**src/rtl/mapper_pkg.sv**
```systemverilog
package mapper_pkg;

    // Control register bit positions
    localparam int CTRL_AUX_SEL = 2;
    localparam int CTRL_AUX_EN  = 3;

    typedef struct packed {
        logic [7:0] win2;
        logic [7:0] win1;
        logic [7:0] win0;
        logic [7:0] ctrl;
    } bank_regs_t;

    localparam bank_regs_t BANK_RESET = '{win2: 8'd2, win1: 8'd1, win0: 8'd0, ctrl: 8'd0};

endpackage

```
**src/rtl/bank_regs.sv**
```systemverilog
module bank_regs
    import mapper_pkg::*;
#(
    parameter int ADDR_W = 16
) (
    input  logic              clk,
    input  logic              rst_n,
    input  logic              wr_en,
    input  logic [ADDR_W-1:0] addr,
    input  logic [7:0]        wdata,
    output bank_regs_t        regs_q
);

    logic       reg_hit;
    bank_regs_t regs_d;

    // The registers occupy the four highest addresses
    assign reg_hit = wr_en && (&addr[ADDR_W-1:2]);

    always_comb begin
        regs_d = regs_q;
        if (reg_hit) begin
            case (addr[1:0])
                2'd0:    regs_d.ctrl = wdata;
                2'd1:    regs_d.win0 = wdata;
                2'd2:    regs_d.win1 = wdata;
                default: regs_d.win2 = wdata;
            endcase
        end
    end

    always_ff @(posedge clk) begin
        if (!rst_n) regs_q <= BANK_RESET;
        else        regs_q <= regs_d;
    end

    // a write to the top address lands in window2 on the next edge
    assert_load_win2_R7: assert property (@(posedge clk) disable iff (!rst_n)
        (wr_en && addr == {ADDR_W{1'b1}}) |=> regs_q.win2 == $past(wdata));

    // a write to the lowest register address lands in ctrl
    assert_load_ctrl_R7: assert property (@(posedge clk) disable iff (!rst_n)
        (wr_en && addr == ({ADDR_W{1'b1}} - ADDR_W'(3))) |=> regs_q.ctrl == $past(wdata));

    // no register changes without a write to the register block
    assert_hold_R10: assert property (@(posedge clk) disable iff (!rst_n)
        !(wr_en && addr >= ({ADDR_W{1'b1}} - ADDR_W'(3))) |=> $stable(regs_q));

endmodule

```
**src/rtl/addr_decode.sv**
```systemverilog
module addr_decode #(
    parameter int ADDR_W     = 16,
    parameter int FRAME_BITS = 14,
    parameter int PAGE_BITS  = 5,
    parameter int WRAM_BITS  = 13
) (
    input  logic [ADDR_W-1:0]                         addr,
    input  logic                                      access,
    input  logic [(1<<(ADDR_W-FRAME_BITS))-2:0][PAGE_BITS-1:0] frame_page,
    input  logic                                      aux_en,
    input  logic                                      aux_sel,
    output logic                                      rom_cs,
    output logic [PAGE_BITS+FRAME_BITS-1:0]           rom_addr,
    output logic                                      wram_cs,
    output logic [WRAM_BITS-1:0]                      wram_addr,
    output logic                                      aux_cs,
    output logic [FRAME_BITS:0]                       aux_addr
);

    localparam int SLOT_W = ADDR_W - FRAME_BITS;
    localparam int NSLOT  = 1 << SLOT_W;

    logic [SLOT_W-1:0]    slot;
    logic [NSLOT-1:0]     slot_hit;
    logic [PAGE_BITS-1:0] page_pick;
    logic                 cart_area;
    logic                 aux_window;

    assign slot = addr[ADDR_W-1:FRAME_BITS];

    for (genvar g = 0; g < NSLOT; g++) begin : g_slot
        assign slot_hit[g] = (slot == SLOT_W'(g));
    end

    always_comb begin
        page_pick = '0;
        for (int i = 0; i < NSLOT-1; i++) begin
            if (slot_hit[i]) page_pick = frame_page[i];
        end
    end

    // The last slot is work RAM, and the slot below it is the banked window
    assign cart_area  = ~slot_hit[NSLOT-1];
    assign aux_window = slot_hit[NSLOT-2] & aux_en;

    assign rom_cs    = access & cart_area & ~aux_window;
    assign rom_addr  = {page_pick, addr[FRAME_BITS-1:0]};
    assign aux_cs    = access & aux_window;
    assign aux_addr  = {aux_sel, addr[FRAME_BITS-1:0]};
    assign wram_cs   = access & slot_hit[NSLOT-1];
    assign wram_addr = addr[WRAM_BITS-1:0];

endmodule

```
**src/rtl/page_mapper_top.sv**
```systemverilog
module page_mapper_top
    import mapper_pkg::*;
#(
    parameter int ADDR_W     = 16,
    parameter int FRAME_BITS = 14,
    parameter int PAGE_BITS  = 5,
    parameter int WRAM_BITS  = 13
) (
    input  logic                          clk,
    input  logic                          rst_n,
    input  logic [ADDR_W-1:0]             cpu_addr,
    input  logic                          cpu_rd,
    input  logic                          cpu_wr,
    input  logic [7:0]                    cpu_wdata,
    output logic                          rom_cs,
    output logic [PAGE_BITS+FRAME_BITS-1:0] rom_addr,
    output logic                          wram_cs,
    output logic [WRAM_BITS-1:0]          wram_addr,
    output logic                          aux_cs,
    output logic [FRAME_BITS:0]           aux_addr,
    output logic [31:0]                   regs_out
);

    localparam int NWIN = (1 << (ADDR_W - FRAME_BITS)) - 1;

    bank_regs_t                           regs_q;
    logic [NWIN-1:0][PAGE_BITS-1:0]       frame_page;

    bank_regs #(.ADDR_W(ADDR_W)) u_regs (
        .clk    (clk),
        .rst_n  (rst_n),
        .wr_en  (cpu_wr),
        .addr   (cpu_addr),
        .wdata  (cpu_wdata),
        .regs_q (regs_q)
    );

    assign frame_page[0] = regs_q.win0[PAGE_BITS-1:0];
    assign frame_page[1] = regs_q.win1[PAGE_BITS-1:0];
    assign frame_page[2] = regs_q.win2[PAGE_BITS-1:0];

    addr_decode #(
        .ADDR_W(ADDR_W), .FRAME_BITS(FRAME_BITS),
        .PAGE_BITS(PAGE_BITS), .WRAM_BITS(WRAM_BITS)
    ) u_dec (
        .addr       (cpu_addr),
        .access     (cpu_rd | cpu_wr),
        .frame_page (frame_page),
        .aux_en     (regs_q.ctrl[CTRL_AUX_EN]),
        .aux_sel    (regs_q.ctrl[CTRL_AUX_SEL]),
        .rom_cs     (rom_cs),
        .rom_addr   (rom_addr),
        .wram_cs    (wram_cs),
        .wram_addr  (wram_addr),
        .aux_cs     (aux_cs),
        .aux_addr   (aux_addr)
    );

    assign regs_out = regs_q;

    // selects are mutually exclusive
    assert_one_select_R12: assert property (@(posedge clk) disable iff (!rst_n)
        $onehot0({rom_cs, wram_cs, aux_cs}));

    // no select without a strobe
    assert_idle_R12: assert property (@(posedge clk) disable iff (!rst_n)
        !(cpu_rd || cpu_wr) |-> !(rom_cs || wram_cs || aux_cs));

    // auxiliary RAM only appears in the banked window
    assert_aux_window_R5: assert property (@(posedge clk) disable iff (!rst_n)
        aux_cs |-> cpu_addr[ADDR_W-1 -: 2] == 2'b10);

    // work RAM only in the top quarter
    assert_wram_region_R6: assert property (@(posedge clk) disable iff (!rst_n)
        wram_cs |-> cpu_addr[ADDR_W-1 -: 2] == 2'b11);

endmodule

```
**config.mk**
```make
export PLATFORM = sky130hd
export DESIGN_NAME = page_mapper_top
export DESIGN_NICKNAME = d
export VERILOG_FILES = /design/src/rtl/mapper_pkg.sv /design/src/rtl/bank_regs.sv /design/src/rtl/addr_decode.sv /design/src/rtl/page_mapper_top.sv
export SDC_FILE = /design/constraint.sdc
export NUM_CORES = 1
export LEC_CHECK = 0
export ABC_AREA = 1
export BUFFER_PORTS_ARGS = -buffer_cell sky130_fd_sc_hd__buf_4
export CELL_PAD_IN_SITES_DETAIL_PLACEMENT = 1
export CELL_PAD_IN_SITES_GLOBAL_PLACEMENT = 1
export CORE_ASPECT_RATIO = 1.5
export CORE_MARGIN = 5
export CORE_UTILIZATION = 27
export CTS_BUF_LIST = sky130_fd_sc_hd__clkbuf_8
export CTS_CLUSTER_DIAMETER = 200
export DETAILED_ROUTE_END_ITERATION = 12
export HOLD_SLACK_MARGIN = 0.03
export PLACE_DENSITY_LB_ADDON = 0.25
export SLEW_MARGIN = 20
export SYNTH_ARGS = -nofsm -noshare
export SYNTH_HDL_FRONTEND = slang
export SYNTH_SLANG_ARGS = --single-unit
```
**constraint.sdc**
```tcl
create_clock -name clk -period 0.9 [get_ports clk]
set_input_delay 0.135 -clock clk [delete_from_list [all_inputs] [get_ports clk]]
set_output_delay 0.135 -clock clk [all_outputs]
set_load 0.005 [all_outputs]
```
== After elaboration in Yosys (flattened, before gate mapping) ==
Cells that the tools add are included.

* ROM bits: 0
* Bits in writable memories: 0
* Bits of input ports: 28
* Output and inout bits: 82
* Word-level logic and storage cells: 30
* Bits in registers: 32
* Memories kept: 0
* Latch bits: 0

* Multiplexer cells: 3
* Divide/modulo/power cells: 0
* Magnitude comparators: 0
* Multipliers: 0
* Reductions and logical operators: 9
* Shift operators: 0
* Bitwise gates (word level): 9
* Equality and inequality tests: 5
* $add $sub $neg: 0

{| class="wikitable"
|+ Operator list
! operator !! number
|-
| 2-to-1 mux 5 bit || 3
|-
| AND reduction 14 bit || 1
|-
| AND reduction 2 bit || 4
|-
| equality test 2 bit (second input constant) || 3
|-
| bitwise AND 1 bit || 5
|-
| equality test 2 x 1 -> 1 bit (second input constant) || 2
|-
| zero test 2 bit || 2
|-
| NOT 1 bit || 3
|-
| OR reduction 3 bit || 1
|-
| logical AND 1 bit || 1
|-
| bitwise OR 1 bit || 1
|}

== Logic depth before layout (Yosys ltp) ==
Gate-level depths: netlist of the first run.

* Depth in word-level cells: 4
* Gate-level depth with buffers: 8
* Mapped depth without buffers: 7

== Modules after synthesis ==
From an unflattened synthesis of the first run, not the netlist that was laid out.

* Cells, all modules: 295
* Area, all modules: 1999.4 um2

{| class="wikitable"
|+ By module, submodules not included
! module !! sequential area each (um2) !! times used !! area an instance (um2) !! cells each
|-
| bank_regs || 640.6 || 1 || 1495.2 || 218
|-
| addr_decode || 0.0 || 1 || 493.0 || 74
|-
| page_mapper_top || 0.0 || 1 || 11.3 || 3
|}

== Worst setup path before layout of the first run ==
No wires, ideal clock.

* Path kind: input -> register
* From: input port cpu_addr[1]
* To: register u_regs.regs_q[6] (netlist name)
* Data required time: 0.785 ns
* Cell stages on the path: 5
* Arrival time: 0.812 ns
* Buffers on the path: 1
* Library setup time: 0.115 ns
* Path slack: -0.027 ns
* Cell sequence: nor2_1 -> clkbuf_4 -> nand3_1 -> nand2_1 -> nor2_1

* Cells in the longest elaborated chain, start to end: 2

{| class="wikitable"
|+ Ends and longest elaborated chain
! element !! line !! source
|-
| start: declaration || page_mapper_top.sv:11 || <nowiki>input logic [ADDR_W-1:0] cpu_addr,</nowiki>
|-
| zero test 2 bit || bank_regs.sv:23 || <nowiki>case (addr[1:0])</nowiki>
|-
| AND reduction 2 bit (no line) || - ||
|}

Every way passes these cells.
A chain may end at the register's enable or synchronous reset.

== Worst setup path after layout of the first run ==
* From: register u_regs.regs_q[25] (netlist name)
* To: output port rom_addr[15]

* Cells in the longest elaborated chain, start to end: 1

{| class="wikitable"
|+ Ends and longest elaborated chain
! element !! line !! source
|-
| 2-to-1 mux 5 bit || addr_decode.sv:38 || <nowiki>if (slot_hit[i]) page_pick = frame_page[i];</nowiki>
|-
| end: declaration || page_mapper_top.sv:16 || <nowiki>output logic [PAGE_BITS+FRAME_BITS-1:0] rom_addr,</nowiki>
|}

Every way passes these cells.

==> flow_metrics.env, run 1 <==
export IMPL_row_count=38
export IMPL_yosys_area_top_type="dfxtp_1"
export IMPL_syn_nets=319
export IMPL_design_area_sq_mm=0.00378
export IMPL_cts_tree="done"
export IMPL_crit_fanout=3
export IMPL_io_buffers=109
export IMPL_antenna_found_initial=0
export IMPL_period_minus_slack_ns=1.08
export IMPL_diodes=0
export IMPL_slew_limit_headroom_pct=70.9
export IMPL_gp_congestion=0.741
export IMPL_r2r_start="u_regs.regs_q[24]"
export IMPL_regMostFlops="u_regs.regs_q"
export IMPL_cp_end_kind="primary output"
export IMPL_skew_ns=0
export IMPL_cts_buffer_depth=2
export IMPL_synthFlopType="dfxtp_1"
export IMPL_dp_hpwl_um=5290
export IMPL_ys_types=15
export IMPL_slowest_delay_ns=0.34
export IMPL_dr_pass1_iters=4
export IMPL_first_iter_violations=56
export IMPL_rr_worst_depth=4
export IMPL_io_pins=110
export IMPL_cpLargestDelayFamily="flip-flops"
export IMPL_htreeDepth=2
export IMPL_whs_ns=0.0933
export IMPL_netlist_area_leader_share_pct=32.9
export IMPL_ys_seq_area_share_pct=32.9
export IMPL_overflow=0
export IMPL_die_w_um=79.4
export IMPL_dp_slack_ns=-0.344
export IMPL_grt_pass1_wl_um=11500
export IMPL_status="complete, but fails checks"
export IMPL_setup_viol=42
export IMPL_grt_total_usage_pct=16.2
export IMPL_largest_registers="u_regs.regs_q x32"
export IMPL_drv_slew=0
export IMPL_max_freq_ghz=0.929
export IMPL_die_area_sq_mm=0.00905
export IMPL_worstPathCellList="nand2_1 -> nand3_1 -> buf_4"
export IMPL_synthTopCellsByCount="66 x nand2_1, 50 x buf_4, 42 x nor2_1"
export IMPL_nNetsFinal=434
export IMPL_cp_slowest_cell="dfxtp_2"
export IMPL_violations="setup timing"
export IMPL_start_util_pct=27.3
export IMPL_core_area_sq_mm=0.00713
export IMPL_crit_start="u_regs.regs_q[25]"
export IMPL_power_total_mw=3.54
export IMPL_syn_area_sq_mm=0.00195
export IMPL_tightest_slew_ns=0.436
export IMPL_crit_end="rom_addr[15]"
export IMPL_hp_class="in2reg"
export IMPL_cts_root_buf="clkbuf_8"
export IMPL_yosysWarnings=0
export IMPL_startpoint_type="flip-flop"
export IMPL_areaGrowthSynthToFinish_pct=94.0
export IMPL_crit_cells=3
export IMPL_worstSetupPathType="reg2out"
export IMPL_clkSinkCount=32
export IMPL_yosysMostFrequentCell="nand2_1"
export IMPL_finalSetupTns_ns=-2.56
export IMPL_syn_area_per_cell_sq_um=6.70
export IMPL_synth_cells=291
export IMPL_die_h_um=114
export IMPL_drc_errors=0
export IMPL_cap_violations=0
export IMPL_post_drt_wl_per_cell_um=18.0
export IMPL_largest_reg_flops=32
export IMPL_async_flop_share_pct=0
export IMPL_period_share_pct=120
export IMPL_cts_made_buffers=5
export IMPL_rrSetupSlack_ns=0.04
export IMPL_synth_edff_count=0
export IMPL_routed_wl_um=8760
export IMPL_worstPathArrival_ns=0.94
export IMPL_hold_viol_final=0
export IMPL_finalWorstSetupSlack_ns=-0.176
export IMPL_postRouteAntennaNets=0
export IMPL_drive_above_1_share_pct=72.5
export IMPL_cp_required_ns=0.76
export IMPL_peakVddDrop_v=0.000837
export IMPL_vias=2335
export IMPL_placedInstanceArea_sq_mm=0.00268
export IMPL_powerDensity_mw_per_mm2=937
export IMPL_r2r_end="u_regs.regs_q[24]"
export IMPL_ys_ff_latch=32
export IMPL_critical_path_buf_inv_count=1
export IMPL_routed_via_density=4.79
export IMPL_grt_pass1_vias=2300
export IMPL_cts_clk_slew_worst_paths_ns=0.07
export IMPL_netlist_top_cells_area="dfxtp_1 33%, buf_4 19%, nand2_1 13%, nand3_1 10%, nor2_1 8.1%"
export IMPL_grt_max_degree=33
export IMPL_leakage_nw=1.74
export IMPL_clock_latency_ns=0.29
export IMPL_grt_setup_unrepaired="true"
==> routing by layer <==
metal,up-vias,track usage (%),routed length [um]
met4,0,6.08,121
met3,9,4.25,526
met2,95,30.5,4950
met5,-,0,0
li1,1112,-,-
met1,1119,16.9,3160
==> final cells by class <==
cell class	instances	area, sq um
clock inverters	3	38.8
inverters	15	61.3
flip-flops and latches	32	688
well taps	80	100
clock buffers	5	68.8
fillers	847	3350
multi-input cells	187	1230
repair buffers	165	1600
==> how the worst min path moves through the flow <==
stage                       startpoint  cells after the start  slack (ns)                end
final                     cpu_wdata[1]                      3        0.09  u_regs.regs_q[25]
after global routing      cpu_wdata[1]                      3        0.10  u_regs.regs_q[25]
after CTS                 cpu_wdata[0]                      3        0.11  u_regs.regs_q[16]
after detailed placement  cpu_wdata[0]                      3        0.41  u_regs.regs_q[16]
after global placement    cpu_wdata[1]                      3        0.39  u_regs.regs_q[25]
after floorplan                  rst_n                      2        0.26  u_regs.regs_q[26]
==> power breakdown <==
group / switching, mW / internal, mW / leakage [nW]
Combinational: 0.384 / 0.372 / 1.41
Clock: 0.576 / 0.811 / 0.0593
Sequential: 0.0000209 / 1.40 / 0.272
==> cell usage in the layout, fill, tap and decap left out, drive strengths merged <==
cell	synthesis	final
o21ai	1	1
a21oi	31	31
buf	55	164
inv	15	16
nand2	68	68
nor2	48	48
dfxtp	32	32
clkinv	0	1
bufinv	0	1
clkbuf	2	6
nand3	39	39
==> repair_timing <==
| item | 4_1_cts | 5_1_grt |
|---|---|---|
| cloned | 2 | 4 |
| pin swaps | 9 | 48 |
| buffers inserted | 8 | 18 |
| endpoints found under the setup margin | 57 | 70 |
| resized for setup | 48 | 161 |
| hold buffers | 0 | 0 |
==> worst register-to-register path, cell delays in order (launching register included) <==
cell and delay [ns]:
dfxtp_2 0.33, buf_6 0.11, buf_4 0.12, a21oi_1 0.13, nor2_1 0.06
==> metrics by stage <==
| stage | utilization, % | std cells |
|---|---|---|
| global route | 53.0 | 487 |
| finish | 53.0 | 487 |
| CTS | 42.7 | 467 |
| floorplan | - | 291 |
| global placement | 37.6 | 449 |
| detailed placement | 37.6 | 449 |
==> cell families (layout without fill, tap and decap cells) <==
logic type / after synthesis / count (layout) / synth area share (%)
flops: 32 / 32 / 32.9
buf+inv: 72 / 188 / 25.0
simple gates: 155 / 155 / 33.9
compound gates: 32 / 32 / 8.22
No activity file was read; power rests on OpenSTA's default activity.
==> run 2: changes to the inputs <==
--- a/config.mk
+++ b/config.mk
@@ -9,7 +9,7 @@
 export BUFFER_PORTS_ARGS = -buffer_cell sky130_fd_sc_hd__buf_4
 export CELL_PAD_IN_SITES_DETAIL_PLACEMENT = 1
 export CELL_PAD_IN_SITES_GLOBAL_PLACEMENT = 1
-export CORE_ASPECT_RATIO = 1.5
+export CORE_ASPECT_RATIO = 0.7
 export CORE_MARGIN = 5
 export CORE_UTILIZATION = 27
 export CTS_BUF_LIST = sky130_fd_sc_hd__clkbuf_8
@@ -17,6 +17,7 @@
 export DETAILED_ROUTE_END_ITERATION = 12
 export HOLD_SLACK_MARGIN = 0.03
 export PLACE_DENSITY_LB_ADDON = 0.25
+export SKIP_CTS_REPAIR_TIMING = 1
 export SLEW_MARGIN = 20
 export SYNTH_ARGS = -nofsm -noshare
 export SYNTH_HDL_FRONTEND = slang
==> run 2 against run 1 <==
Flip-flop and latch count unchanged. Fmax increased by 1.2%. Non-clock buffer count decreased by 19. Highest routed layer unchanged. Hold slack improved by 0.016 ns. The flow still finishes with violations (setup timing). First-iteration DRC count increased by 20%. Setup slack improved by 0.012 ns. Critical path type unchanged. Die area about the same. Global-route usage decreased by 1.8 points. Critical path depth decreased by 1.
==> flow_metrics.env, run 2 (synthesis results as in run 1) <==
export IMPL_worstPathCellList="a21oi_1 -> buf_4"
export IMPL_grt_pass1_wl_um=10700
export IMPL_drv_slew=0
export IMPL_cp_slowest_cell="dfxtp_4"
export IMPL_final_common_cell="buf_4"
export IMPL_regArea_sq_um=679
export IMPL_row_count=25
export IMPL_cp_required_ns=0.76
export IMPL_dr_pass1_iters=4
export IMPL_use_met1_pct=19.1
export IMPL_post_drt_wl_per_cell_um=15.5
export IMPL_met3_usage_pct=4.10
export IMPL_status="complete, but fails checks"
export IMPL_leakage_nw=1.54
export IMPL_clkSinkCount=32
export IMPL_regMostFlops="u_regs.regs_q"
export IMPL_postLayoutCoreUtil_pct=48.8
export IMPL_busiest_layer="met2"
export IMPL_areaGrowthSynthToFinish_pct=72.2
export IMPL_final_cell_mix="110 x buf_4, 45 x nand2_1, 35 x nor2_1"
export IMPL_htreeDepth=2
export IMPL_worstSetupPathType="reg2out"
export IMPL_worstPathArrival_ns=0.93
export IMPL_largest_registers="u_regs.regs_q x32"
export IMPL_start_util_pct=28.3
export IMPL_die_w_um=112
export IMPL_grt_use_met2_pct=24.3
export IMPL_io_buffers=109
export IMPL_antenna_found_initial=0
export IMPL_die_h_um=81.1
export IMPL_first_iter_violations=67
export IMPL_max_freq_ghz=0.940
export IMPL_grt_pass1_vias=2163
export IMPL_cp_end_kind="primary output"
export IMPL_largest_reg_flops=32
export IMPL_grt_setup_unrepaired="true"
export IMPL_startpoint_type="flip-flop"
export IMPL_numPlacedInstances=464
export IMPL_drive_above_1_share_pct=63.8
export IMPL_hp_class="in2reg"
export IMPL_dp_hpwl_um=5240
export IMPL_diodes=0
export IMPL_clock_latency_ns=0.28
export IMPL_gp_congestion=0.755
export IMPL_dp_slack_ns=-0.369
export IMPL_routed_via_density=4.46
export IMPL_fillCellCount=863
export IMPL_cts_root_buf="clkbuf_8"
export IMPL_postRouteAntennaNets=0
export IMPL_hold_viol_final=0
export IMPL_slew_limit_headroom_pct=74.3
export IMPL_routed_wl_um=7470
export IMPL_cts_buffer_depth=2
export IMPL_cpLargestDelayFamily="flip-flops"
export IMPL_overflow=0
export IMPL_core_area_sq_mm=0.00688
export IMPL_grt_max_degree=33
export IMPL_cap_violations=0
export IMPL_whs_ns=0.109
export IMPL_critical_path_buf_inv_count=1
export IMPL_drc_errors=0
export IMPL_vias=2147
export IMPL_io_pins=110
export IMPL_peakVddDrop_v=0.000562
export IMPL_cts_made_buffers=5
export IMPL_setup_viol=28
export IMPL_skew_ns=0
export IMPL_multi_input_area_sq_mm=0.00110
export IMPL_nNetsFinal=415
export IMPL_period_minus_slack_ns=1.06
export IMPL_crit_fanout=4
export IMPL_slowest_delay_ns=0.36
export IMPL_tightest_slew_ns=0.385
export IMPL_final_cells=481
export IMPL_grt_total_usage_pct=14.4
export IMPL_finalWorstSetupSlack_ns=-0.164
export IMPL_cts_tree="done"
export IMPL_period_share_pct=118
export IMPL_powerDensity_mw_per_mm2=990
export IMPL_cts_clk_slew_worst_paths_ns=0.07
export IMPL_violations="setup timing"
export IMPL_die_area_sq_mm=0.00905
==> run 2: stage by stage <==
stage | instance area, sq um | total power [mW] | TNS [ns]
6_report | 3360 | 3.32 | -1.40
5_1_grt | 3360 | 3.48 | -4.18
4_1_cts | 2820 | 3.28 | -3.07
3_5_place_dp | 2720 | 2.07 | -11.69
3_3_place_gp | 2720 | 2.05 | -10.63
2_1_floorplan | 1950 | 1.76 | -0.00421
==> run 2: path summary, 6_finish.rpt <==
check,startpoint,end,slack (ns),cells past startpoint
setup / recovery,u_regs.regs_q[3],rom_cs,-0.16,2
hold / removal,cpu_wdata[1],u_regs.regs_q[25],0.11,3
setup reg to reg,u_regs.regs_q[9],u_regs.regs_q[9],0.16,3
hold reg to reg,u_regs.regs_q[6],u_regs.regs_q[6],0.49,2
==> run 2: cell type report <==
type                            count  share of cell area [%]
Timing Repair Buffer              146                    39.1
Multi-Input combinational cell    187                    32.6
Sequential cell                    32                    20.2
Tap cell                           94                    3.50
Clock buffer                        7                    2.87
Inverter                           15                    1.68
==> run 2: worst reg2reg max path, stage by stage, from the launching register on <==
cell and delay (ns):
dfxtp_2 0.34, buf_4 0.13, a21oi_1 0.11, nor2_1 0.06
==> run 2: per-layer routing <==
layer	up-vias	wire length (um)
met5	-	0
met1	1019	3500
met4	0	51
met3	6	322
li1	1067	-
met2	55	3600
==> run 2: report_power, final <==
| part | total [mW] | switching, mW | internal (mW) | leakage, nW |
|---|---|---|---|---|
| sequential | 1.41 | 0.0000183 | 1.41 | 0.269 |
| clock | 1.22 | 0.536 | 0.681 | 0.0503 |
| combinational | 0.702 | 0.346 | 0.356 | 1.22 |
